### config.mk
export PLATFORM = sky130hd
export DESIGN_NAME = irq_cond_top
export DESIGN_NICKNAME = d
export VERILOG_FILES = /design/src/rtl/irq_cond_pkg.sv /design/src/rtl/irq_sync.sv /design/src/rtl/irq_pend.sv /design/src/rtl/irq_regfile.sv /design/src/rtl/irq_cond_top.sv
export SDC_FILE = /design/constraint.sdc
export NUM_CORES = 1
export LEC_CHECK = 0
export BUFFER_PORTS_ARGS = -buffer_cell sky130_fd_sc_hd__buf_2
export CAP_MARGIN = 20
export CORE_MARGIN = 4
export CORE_UTILIZATION = 65
export CTS_BUF_LIST = sky130_fd_sc_hd__clkbuf_4 sky130_fd_sc_hd__clkbuf_8
export CTS_CLUSTER_DIAMETER = 100
export DETAILED_ROUTE_END_ITERATION = 12
export GPL_ROUTABILITY_DRIVEN = 0
export PLACE_DENSITY = 0.87
export SLEW_MARGIN = 10
export SYNTH_ARGS = -nofsm -noshare
export SYNTH_HDL_FRONTEND = slang
export SYNTH_HIERARCHICAL = 1
export SYNTH_SLANG_ARGS = --single-unit
### constraint.sdc
create_clock -name clk -period 4.49 [get_ports clk]
set_clock_uncertainty 0.2 [all_clocks]
set_input_delay 0.898 -clock clk [delete_from_list [all_inputs] [get_ports clk]]
set_output_delay 0.898 -clock clk [all_outputs]
set_load 0.02 [all_outputs]
### src/rtl/irq_cond_pkg.sv
package irq_cond_pkg;

    // Word offsets of the register file (byte addresses)
    localparam logic [15:0] OFS_POL     = 16'h0100;
    localparam logic [15:0] OFS_TRIG    = 16'h0180;
    localparam logic [15:0] OFS_DUAL    = 16'h0200;
    localparam logic [15:0] OFS_EDGECMD = 16'h0280;
    localparam logic [15:0] OFS_ENCLR   = 16'h0300;
    localparam logic [15:0] OFS_ENSET   = 16'h0380;
    localparam logic [15:0] OFS_ENVIEW  = 16'h0400;
    localparam logic [15:0] OFS_PNDVIEW = 16'h0480;

    typedef enum logic [0:0] {
        ST_IDLE = 1'b0,
        ST_RESP = 1'b1
    } acc_state_e;

endpackage

### src/rtl/irq_sync.sv
module irq_sync #(
    parameter int W = 32
) (
    input  logic         clk,
    input  logic         rst_n,
    input  logic [W-1:0] d,
    output logic [W-1:0] q
);
    logic [W-1:0] stage1;

    always_ff @(posedge clk or negedge rst_n) begin
        if (!rst_n) begin
            stage1 <= '0;
            q      <= '0;
        end else begin
            stage1 <= d;
            q      <= stage1;
        end
    end
endmodule

### src/rtl/irq_pend.sv
module irq_pend #(
    parameter int N = 32
) (
    input  logic         clk,
    input  logic         rst_n,
    input  logic [N-1:0] sync_in,
    input  logic [N-1:0] pol,
    input  logic [N-1:0] trig,
    input  logic [N-1:0] dual,
    input  logic [N-1:0] sw_set,
    input  logic [N-1:0] sw_clr,
    output logic [N-1:0] edge_q,
    output logic [N-1:0] pend
);
    logic [N-1:0] act;
    logic [N-1:0] act_d;
    logic [N-1:0] hw_evt;

    for (genvar i = 0; i < N; i++) begin : g_cell
        // polarity-corrected line: 1 means asserted
        assign act[i] = pol[i] ? sync_in[i] : ~sync_in[i];
        // edge event only counts in edge mode
        assign hw_evt[i] = trig[i] &
                           (dual[i] ? (act[i] ^ act_d[i])
                                    : (act[i] & ~act_d[i]));
    end

    always_ff @(posedge clk or negedge rst_n) begin
        if (!rst_n) begin
            act_d  <= '0;
            edge_q <= '0;
        end else begin
            act_d  <= act;
            // a hardware event in the same cycle as a software clear wins
            edge_q <= hw_evt | sw_set | (edge_q & ~sw_clr);
        end
    end

    assign pend = (trig & edge_q) | (~trig & act);
endmodule

### src/rtl/irq_regfile.sv
module irq_regfile
    import irq_cond_pkg::*;
#(
    parameter int N      = 32,
    parameter int ADDR_W = 12,
    parameter int DATA_W = 32
) (
    input  logic              clk,
    input  logic              rst_n,
    input  logic              reg_valid,
    input  logic              reg_write,
    input  logic [ADDR_W-1:0] reg_addr,
    input  logic [DATA_W-1:0] reg_wdata,
    input  logic [N-1:0]      pend,
    output logic [DATA_W-1:0] reg_rdata,
    output logic              reg_rvalid,
    output logic [N-1:0]      pol_q,
    output logic [N-1:0]      trig_q,
    output logic [N-1:0]      dual_q,
    output logic [N-1:0]      en_q,
    output logic [N-1:0]      sw_set,
    output logic [N-1:0]      sw_clr
);
    localparam int IDX_W = (N > 1) ? $clog2(N) : 1;
    localparam int WA_W  = ADDR_W - 2;

    acc_state_e state_q, state_d;

    logic            wr_req, rd_req;
    logic [WA_W-1:0] waddr;
    logic            hit_pol, hit_trig, hit_dual, hit_cmd;
    logic            hit_clr, hit_set, hit_env, hit_pnd;
    logic [DATA_W-1:0] rd_mux;
    logic [IDX_W-1:0]  cmd_idx;
    logic              cmd_flag;

    assign wr_req = reg_valid &  reg_write;
    assign rd_req = reg_valid & ~reg_write;
    assign waddr  = reg_addr[ADDR_W-1:2];

    assign hit_pol  = (waddr == OFS_POL[ADDR_W-1:2]);
    assign hit_trig = (waddr == OFS_TRIG[ADDR_W-1:2]);
    assign hit_dual = (waddr == OFS_DUAL[ADDR_W-1:2]);
    assign hit_cmd  = (waddr == OFS_EDGECMD[ADDR_W-1:2]);
    assign hit_clr  = (waddr == OFS_ENCLR[ADDR_W-1:2]);
    assign hit_set  = (waddr == OFS_ENSET[ADDR_W-1:2]);
    assign hit_env  = (waddr == OFS_ENVIEW[ADDR_W-1:2]);
    assign hit_pnd  = (waddr == OFS_PNDVIEW[ADDR_W-1:2]);

    logic unused_bits;
    assign unused_bits = ^{reg_addr[1:0], reg_wdata[DATA_W-2:IDX_W]};

    // ---------------- access sequencer ----------------
    always_ff @(posedge clk or negedge rst_n) begin
        if (!rst_n) state_q <= ST_IDLE;
        else        state_q <= state_d;
    end

    always_comb begin
        state_d = state_q;
        unique case (state_q)
            ST_IDLE: state_d = rd_req ? ST_RESP : ST_IDLE;
            ST_RESP: state_d = rd_req ? ST_RESP : ST_IDLE;
        endcase
    end

    always_comb begin
        reg_rvalid = 1'b0;
        unique case (state_q)
            ST_IDLE: reg_rvalid = 1'b0;
            ST_RESP: reg_rvalid = 1'b1;
        endcase
    end

    // ---------------- read path ----------------
    always_comb begin
        rd_mux = '0;
        if (hit_pol)       rd_mux[N-1:0] = pol_q;
        else if (hit_trig) rd_mux[N-1:0] = trig_q;
        else if (hit_dual) rd_mux[N-1:0] = dual_q;
        else if (hit_env)  rd_mux[N-1:0] = en_q;
        else if (hit_pnd)  rd_mux[N-1:0] = pend;
    end

    always_ff @(posedge clk or negedge rst_n) begin
        if (!rst_n)      reg_rdata <= '0;
        else if (rd_req) reg_rdata <= rd_mux;
    end

    // ---------------- configuration and enables ----------------
    always_ff @(posedge clk or negedge rst_n) begin
        if (!rst_n) begin
            pol_q  <= '0;
            trig_q <= '0;
            dual_q <= '0;
            en_q   <= '0;
        end else if (wr_req) begin
            if (hit_pol)  pol_q  <= reg_wdata[N-1:0];
            if (hit_trig) trig_q <= reg_wdata[N-1:0];
            if (hit_dual) dual_q <= reg_wdata[N-1:0];
            if (hit_set)  en_q   <= en_q | reg_wdata[N-1:0];
            if (hit_clr)  en_q   <= en_q & ~reg_wdata[N-1:0];
        end
    end

    // ---------------- edge command decode ----------------
    assign cmd_idx  = reg_wdata[IDX_W-1:0];
    assign cmd_flag = reg_wdata[DATA_W-1];

    for (genvar i = 0; i < N; i++) begin : g_cmd
        logic sel;
        assign sel       = wr_req & hit_cmd & (cmd_idx == IDX_W'(i));
        assign sw_set[i] = sel &  cmd_flag;
        assign sw_clr[i] = sel & ~cmd_flag;
    end
endmodule

### src/rtl/irq_cond_top.sv
module irq_cond_top #(
    parameter int N_IRQ  = 32,
    parameter int ADDR_W = 12,
    parameter int DATA_W = 32
) (
    input  logic              clk,
    input  logic              rst_n,
    input  logic [N_IRQ-1:0]  irq_in,
    input  logic              reg_valid,
    input  logic              reg_write,
    input  logic [ADDR_W-1:0] reg_addr,
    input  logic [DATA_W-1:0] reg_wdata,
    output logic [DATA_W-1:0] reg_rdata,
    output logic              reg_rvalid,
    output logic [N_IRQ-1:0]  irq_out,
    output logic              irq_any
);
    logic [N_IRQ-1:0] sync_in;
    logic [N_IRQ-1:0] pol_q, trig_q, dual_q, en_q;
    logic [N_IRQ-1:0] sw_set, sw_clr;
    logic [N_IRQ-1:0] edge_q, pend;

    irq_sync #(.W(N_IRQ)) sync_i (
        .clk   (clk),
        .rst_n (rst_n),
        .d     (irq_in),
        .q     (sync_in)
    );

    irq_pend #(.N(N_IRQ)) pend_i (
        .clk     (clk),
        .rst_n   (rst_n),
        .sync_in (sync_in),
        .pol     (pol_q),
        .trig    (trig_q),
        .dual    (dual_q),
        .sw_set  (sw_set),
        .sw_clr  (sw_clr),
        .edge_q  (edge_q),
        .pend    (pend)
    );

    irq_regfile #(.N(N_IRQ), .ADDR_W(ADDR_W), .DATA_W(DATA_W)) regs_i (
        .clk        (clk),
        .rst_n      (rst_n),
        .reg_valid  (reg_valid),
        .reg_write  (reg_write),
        .reg_addr   (reg_addr),
        .reg_wdata  (reg_wdata),
        .pend       (pend),
        .reg_rdata  (reg_rdata),
        .reg_rvalid (reg_rvalid),
        .pol_q      (pol_q),
        .trig_q     (trig_q),
        .dual_q     (dual_q),
        .en_q       (en_q),
        .sw_set     (sw_set),
        .sw_clr     (sw_clr)
    );

    assign irq_out = pend & en_q;
    assign irq_any = |irq_out;
endmodule

After elaboration in Yosys (flattened, before gate mapping)

Index checks and enable logic that the tools add are counted.

Flip-flop bits (word level): 289
Bits of input ports: 80
Output and inout port bits: 66
Logic and storage cells: 403

Eq/ne operators: 39
Muxes and demuxes: 73
Bitwise logic cells: 274
Reduce and logical (&&, ||, !) cells: 7

Operators with widths:

| operator                                              | count |
|---|---|
| 2-to-1 mux 32 bit                                     | 7 |
| AND 1 bit                                             | 163 |
| AND 32 bit                                            | 5 |
| OR 32 bit                                             | 4 |
| inverter 32 bit                                       | 3 |
| equality test 5 bit (second input constant)           | 16 |
| inverter 1 bit                                        | 67 |
| 2-to-1 mux 1 bit                                      | 65 |
| equality test 10 x 8 -> 1 bit (second input constant) | 4 |
| equality test 5 x 4 -> 1 bit (second input constant)  | 8 |
| OR reduction 32 bit                                   | 1 |
| bitwise XOR 1 bit                                     | 32 |
| equality test 10 x 7 -> 1 bit (second input constant) | 2 |
| equality test 10 x 9 -> 1 bit (second input constant) | 2 |
| equality test 5 x 3 -> 1 bit (second input constant)  | 4 |
| equality test 5 x 2 -> 1 bit (second input constant)  | 2 |
| AND reduction 2 bit                                   | 4 |
| equality test 5 x 1 -> 1 bit (second input constant)  | 1 |
| zero test 5 bit                                       | 1 |
| case mux 1 bit (2 select lines)                       | 1 |
| nonzero test 2 bit                                    | 1 |

Longest topological paths before layout

Word-level depth: 9
Depth in mapped cells: 9
Depth with buffers taken out: 6

Cells and area by module

Netlist, hierarchy kept.

Modules (own cells, without submodules):

| module       | times used | cells an instance | area each (µm²) | sequential area each (µm²) |
|---|---|---|---|---|
| irq_regfile  | 1          | 703               | 7748.7          | 4028.9 |
| irq_pend     | 1          | 320               | 3563.4          | 1601.5 |
| irq_sync     | 1          | 64                | 1601.5          | 1601.5 |
| irq_cond_top | 1          | 45                | 297.8           | 0.0 |

Worst setup path after synthesis

OpenSTA, ideal clock, no wires.

Kind: register -> output
Start: register regs_i.pol_q[24]
End: output irq_any
Data arrival time: 2556 ps
Data required time: 3392 ps
Path slack: 836 ps
Cell stages (with the launch flop): 7
Path buffers: 0
Path through: dfrtp_1 > xnor2_1 > mux2_2 > and2_1 > or4_1 > or4_1 > or4_1

Longest elaborated chain between the ends: 5

Ends and longest elaborated chain:

| item                     | RTL line           | source |
|---|---|---|
| start, declared          | irq_regfile.sv:17  | `output logic [N-1:0] pol_q,` |
| start signal, assigned   | irq_regfile.sv:98  | `if (hit_pol) pol_q <= reg_wdata[N-1:0];` |
| 2-to-1 mux 1 bit         | irq_pend.sv:21     | `assign act[i] = pol[i] ? sync_in[i] : ~sync_in[i];` |
| named net pend_i.act[24] | irq_pend.sv:15     | `logic [N-1:0] act;` |
| AND 32 bit               | irq_pend.sv:39     | `assign pend = (trig & edge_q) \| (~trig & act);` |
| OR 32 bit                | irq_pend.sv:39     |  |
| named net pend[24]       | irq_cond_top.sv:21 | `logic [N_IRQ-1:0] edge_q, pend;` |
| AND 32 bit               | irq_cond_top.sv:61 | `assign irq_out = pend & en_q;` |
| named net irq_out[24]    | irq_cond_top.sv:15 | `output logic [N_IRQ-1:0] irq_out,` |
| OR reduction 32 bit      | irq_cond_top.sv:62 | `assign irq_any = \|irq_out;` |
| end, declared            | irq_cond_top.sv:16 | `output logic irq_any` |

The timed path passes the listed nets, and every way through them passes these cells.

Final worst setup path

Start: register regs_i.pol_q[25]
End: output irq_any

Longest elaborated chain between the ends: 5

Ends and longest elaborated chain:

| item                     | RTL line |
|---|---|
| 2-to-1 mux 1 bit         | irq_pend.sv:21 |
| named net pend_i.act[25] | irq_pend.sv:15 |
| AND 32 bit               | irq_pend.sv:39 |
| OR 32 bit                | irq_pend.sv:39 |
| named net pend[25]       | irq_cond_top.sv:21 |
| AND 32 bit               | irq_cond_top.sv:61 |
| OR reduction 32 bit      | irq_cond_top.sv:62 |

The timed path passes the listed nets, and every way through them passes these cells.

==> impl_metrics.csv <==
group,metric,value,unit
status,status,"finished, violations left",
status,violations,"setup timing",
clocking,cts_hold_buf,0,
route,first_iter_violations,1252,
global_routing,antenna_found_initial,2,
worst_setup_path,worstPathRequired,3.39,ns
route,vias,10300,
sta,worst_pin_slew,1.03,ns
worst_setup_path,cp.arrival,3.41,ns
synth,syn_inst,1132,
floorplanning,pin_count,146,
route,dr_wl_met2,18100,µm
global_routing,grt_pass1_wl,56600,µm
clocking,cts.path.max_buffers,3,
floorplanning,initial_core_util,0.670,
layout,design_area,15300,µm²
clocking,path_clk_slew,0.06,ns
synth,synth_edf_count,0,
route,wl_met3,3980,µm
synth,yosys-top-cells-count,"dfrtp_1, mux2_2, nor2_1",
clocking,cts_made_buffers,47,
floorplanning,die_w,151,µm
sta,hold_viol,0,
synth,synth_flop_cell,"dfrtp_1",
route,avgViaCountPerCell,6.47,
clocking,cts_tree,"built",
route,drtAntennaViolNets,0,
layout,area_growth,16.0,%
clocking,cts_root_buf,"clkbuf_8",
synth,synth_warnings,6,
clocking,cts_max_level,2,
sta,period_needed,4.51,ns
synth,async_flop_share,1.00,
global_routing,grt_pass1_vias,10500,
route,dr.pass1.iters,6,
route,wirelength,37200,µm
worst_setup_path,critPathMaxFanout,3,
sta,setup_ws,-0.0168,ns
global_routing,gr-total-overflow,0,
sta,slew_violations,0,
route,maxUsedRoutingLayer,"met5",
synth,synth-seq-cells,289,
worst_setup_path,critical_path_class,"reg -> out",
sta,clock.fmax,0.222,GHz
sta,setup_viol,1,
route,wl_per_cell,23.4,µm
place,dpl_cell_area,14300,µm²
floorplanning,core_area,19700,µm²
route,drc_errors,0,
synth,netlist_top_cells_area,"dfrtp_1, mux2_2, mux2i_1",
global_routing,grt_max_degree,115,
route,drt-met1-wl,13500,µm
clocking,clkSinkCount,289,
power_and_ir_drop,leakage,7.40,nW
sta,slew-limit-headroom,0.312,
layout,layout-drive-gt1-share,0.309,
synth,synth.cell_area,13200,µm²
power_and_ir_drop,finalPower,5.43,mW
sta,hold_slack,0.141,ns
job,cap_violations,0,
power_and_ir_drop,irDropWorstVdd,0.374,mV
global_routing,track_usage,0.327,
layout,finalNetCount,1407,
synth,syn_area_per_cell,11.7,µm²
synth,synth_top_area_frac,0.547,
worst_setup_path,crit_path_start_kind,"flop",
synth,synth_cell_type_count,46,
synth,yosysMostFrequentCell,"dfrtp_1",
place,place_ws,0.548,ns
synth,synthesis.nets,1244,
worst_setup_path,endpoint_kind,"output port",
synth,synth.largest_area_cell,"dfrtp_1",
sta,post-route-period-util,1.00,
hold_path,min_path_type,"reg -> reg",
floorplanning,row_count,51,
place,io_buffers,143,
clocking,insertion_delay,0.58,ns
power_and_ir_drop,power_density,354,nW/µm²
synth,ys_seq_area_frac,0.547,
floorplanning,die_area,22700,µm²
place,hpwlAfterDp,22900,µm
floorplanning,die_h,151,µm
==> cell families (layout without fill, tap and decap cells) <==
family          after synthesis  count (layout)  share of synthesized area
flops                       289             289                      0.547
compound gates              246             246                      0.131
simple gates                218             218                     0.0850
mux                         172             172                      0.142
buf+inv                     143             336                     0.0433
fa+ha+maj                    32              32                     0.0303
xor+xnor                     32              32                     0.0212
other cells                   0               1                          0
==> metal layers <==
layer	vias to the layer above	track usage
met3	149	0.0539
met5	-	0
met2	681	0.536
met1	5054	0.425
met4	2	0.164
li1	4403	-
==> critical path, cell delays in order, from the launching register on <==
cell and delay [ns]:
dfrtp_1 0.45, xnor2_2 0.18, mux2_2 0.29, and2_1 0.19, or4_4 0.48, or4_4 0.50, or4_4 0.59, buf_6 0.16
==> layout by cell type, fill, tap and decap left out, types with 8 or more instances in the layout <==
master / count
clkbuf_8: 57
a311oi_1: 28
nor2b_1: 11
buf_2: 141
nor2_1: 113
clkbuf_4: 16
a221o_1: 32
mux2i_1: 45
and2_1: 28
a22oi_1: 34
dfrtp_1: 289
mux2_2: 124
inv_1: 82
a31oi_1: 32
a21oi_1: 79
nand3_1: 8
ha_1: 32
xnor2_1: 26
o31ai_1: 31
nand2_1: 15
buf_4: 27
==> layout make-up <==
cell class / instances / area, µm²
sequential: 289 / 7230
multi-input combinational: 700 / 5490
fill: 1174 / 4390
timing repair buffer: 174 / 1010
clock buffer: 73 / 905
tap: 265 / 332
inverter: 83 / 312
clock inverter: 6 / 38.8
antenna: 1 / 2.50
==> report_power, final <==
| group | switching (mW) | total, mW | leakage [nW] | internal [mW] |
|---|---|---|---|---|
| Clock | 1.03 | 2.31 | 0.500 | 1.27 |
| Combinational | 0.258 | 0.406 | 3.10 | 0.149 |
| Sequential | 0.0405 | 2.72 | 3.80 | 2.68 |
| Total | 1.33 | 5.43 | 7.40 | 4.10 |
==> worst paths after layout <==
kind | startpoint | end | slack, ns | depth (start not counted)
max | regs_i/pol_q[25] | irq_any | -0.02 | 7
min | sync_i/stage1[9] | sync_i/q[9] | 0.14 | 0
max reg2reg | regs_i/pol_q[23] | regs_i/reg_rdata[23] | 2.62 | 6
min reg2reg | sync_i/stage1[9] | sync_i/q[9] | 0.14 | 0
max in group asynchronous | rst_n | regs_i/dual_q[29] | 2.91 | 2
min in group asynchronous | rst_n | sync_i/q[0] | 0.16 | 1
==> metrics by stage <==
| stage | cells | TNS, ns | util |
|---|---|---|---|
| floorplan | 1132 | 0 | - |
| global placement | 1505 | 0 | 0.723 |
| detailed placement | 1505 | 0 | 0.723 |
| CTS | 1584 | 0 | 0.772 |
| global route | 1591 | -0.0421 | 0.777 |
| finish | 1591 | -0.0168 | 0.777 |
==> timing repair <==
action	in CTS	in global routing
setup endpoints to repair	1	1
setup buffers	0	6
pin swaps	0	6
gates resized for setup	6	10
No activity file was read; power rests on OpenSTA's default activity.
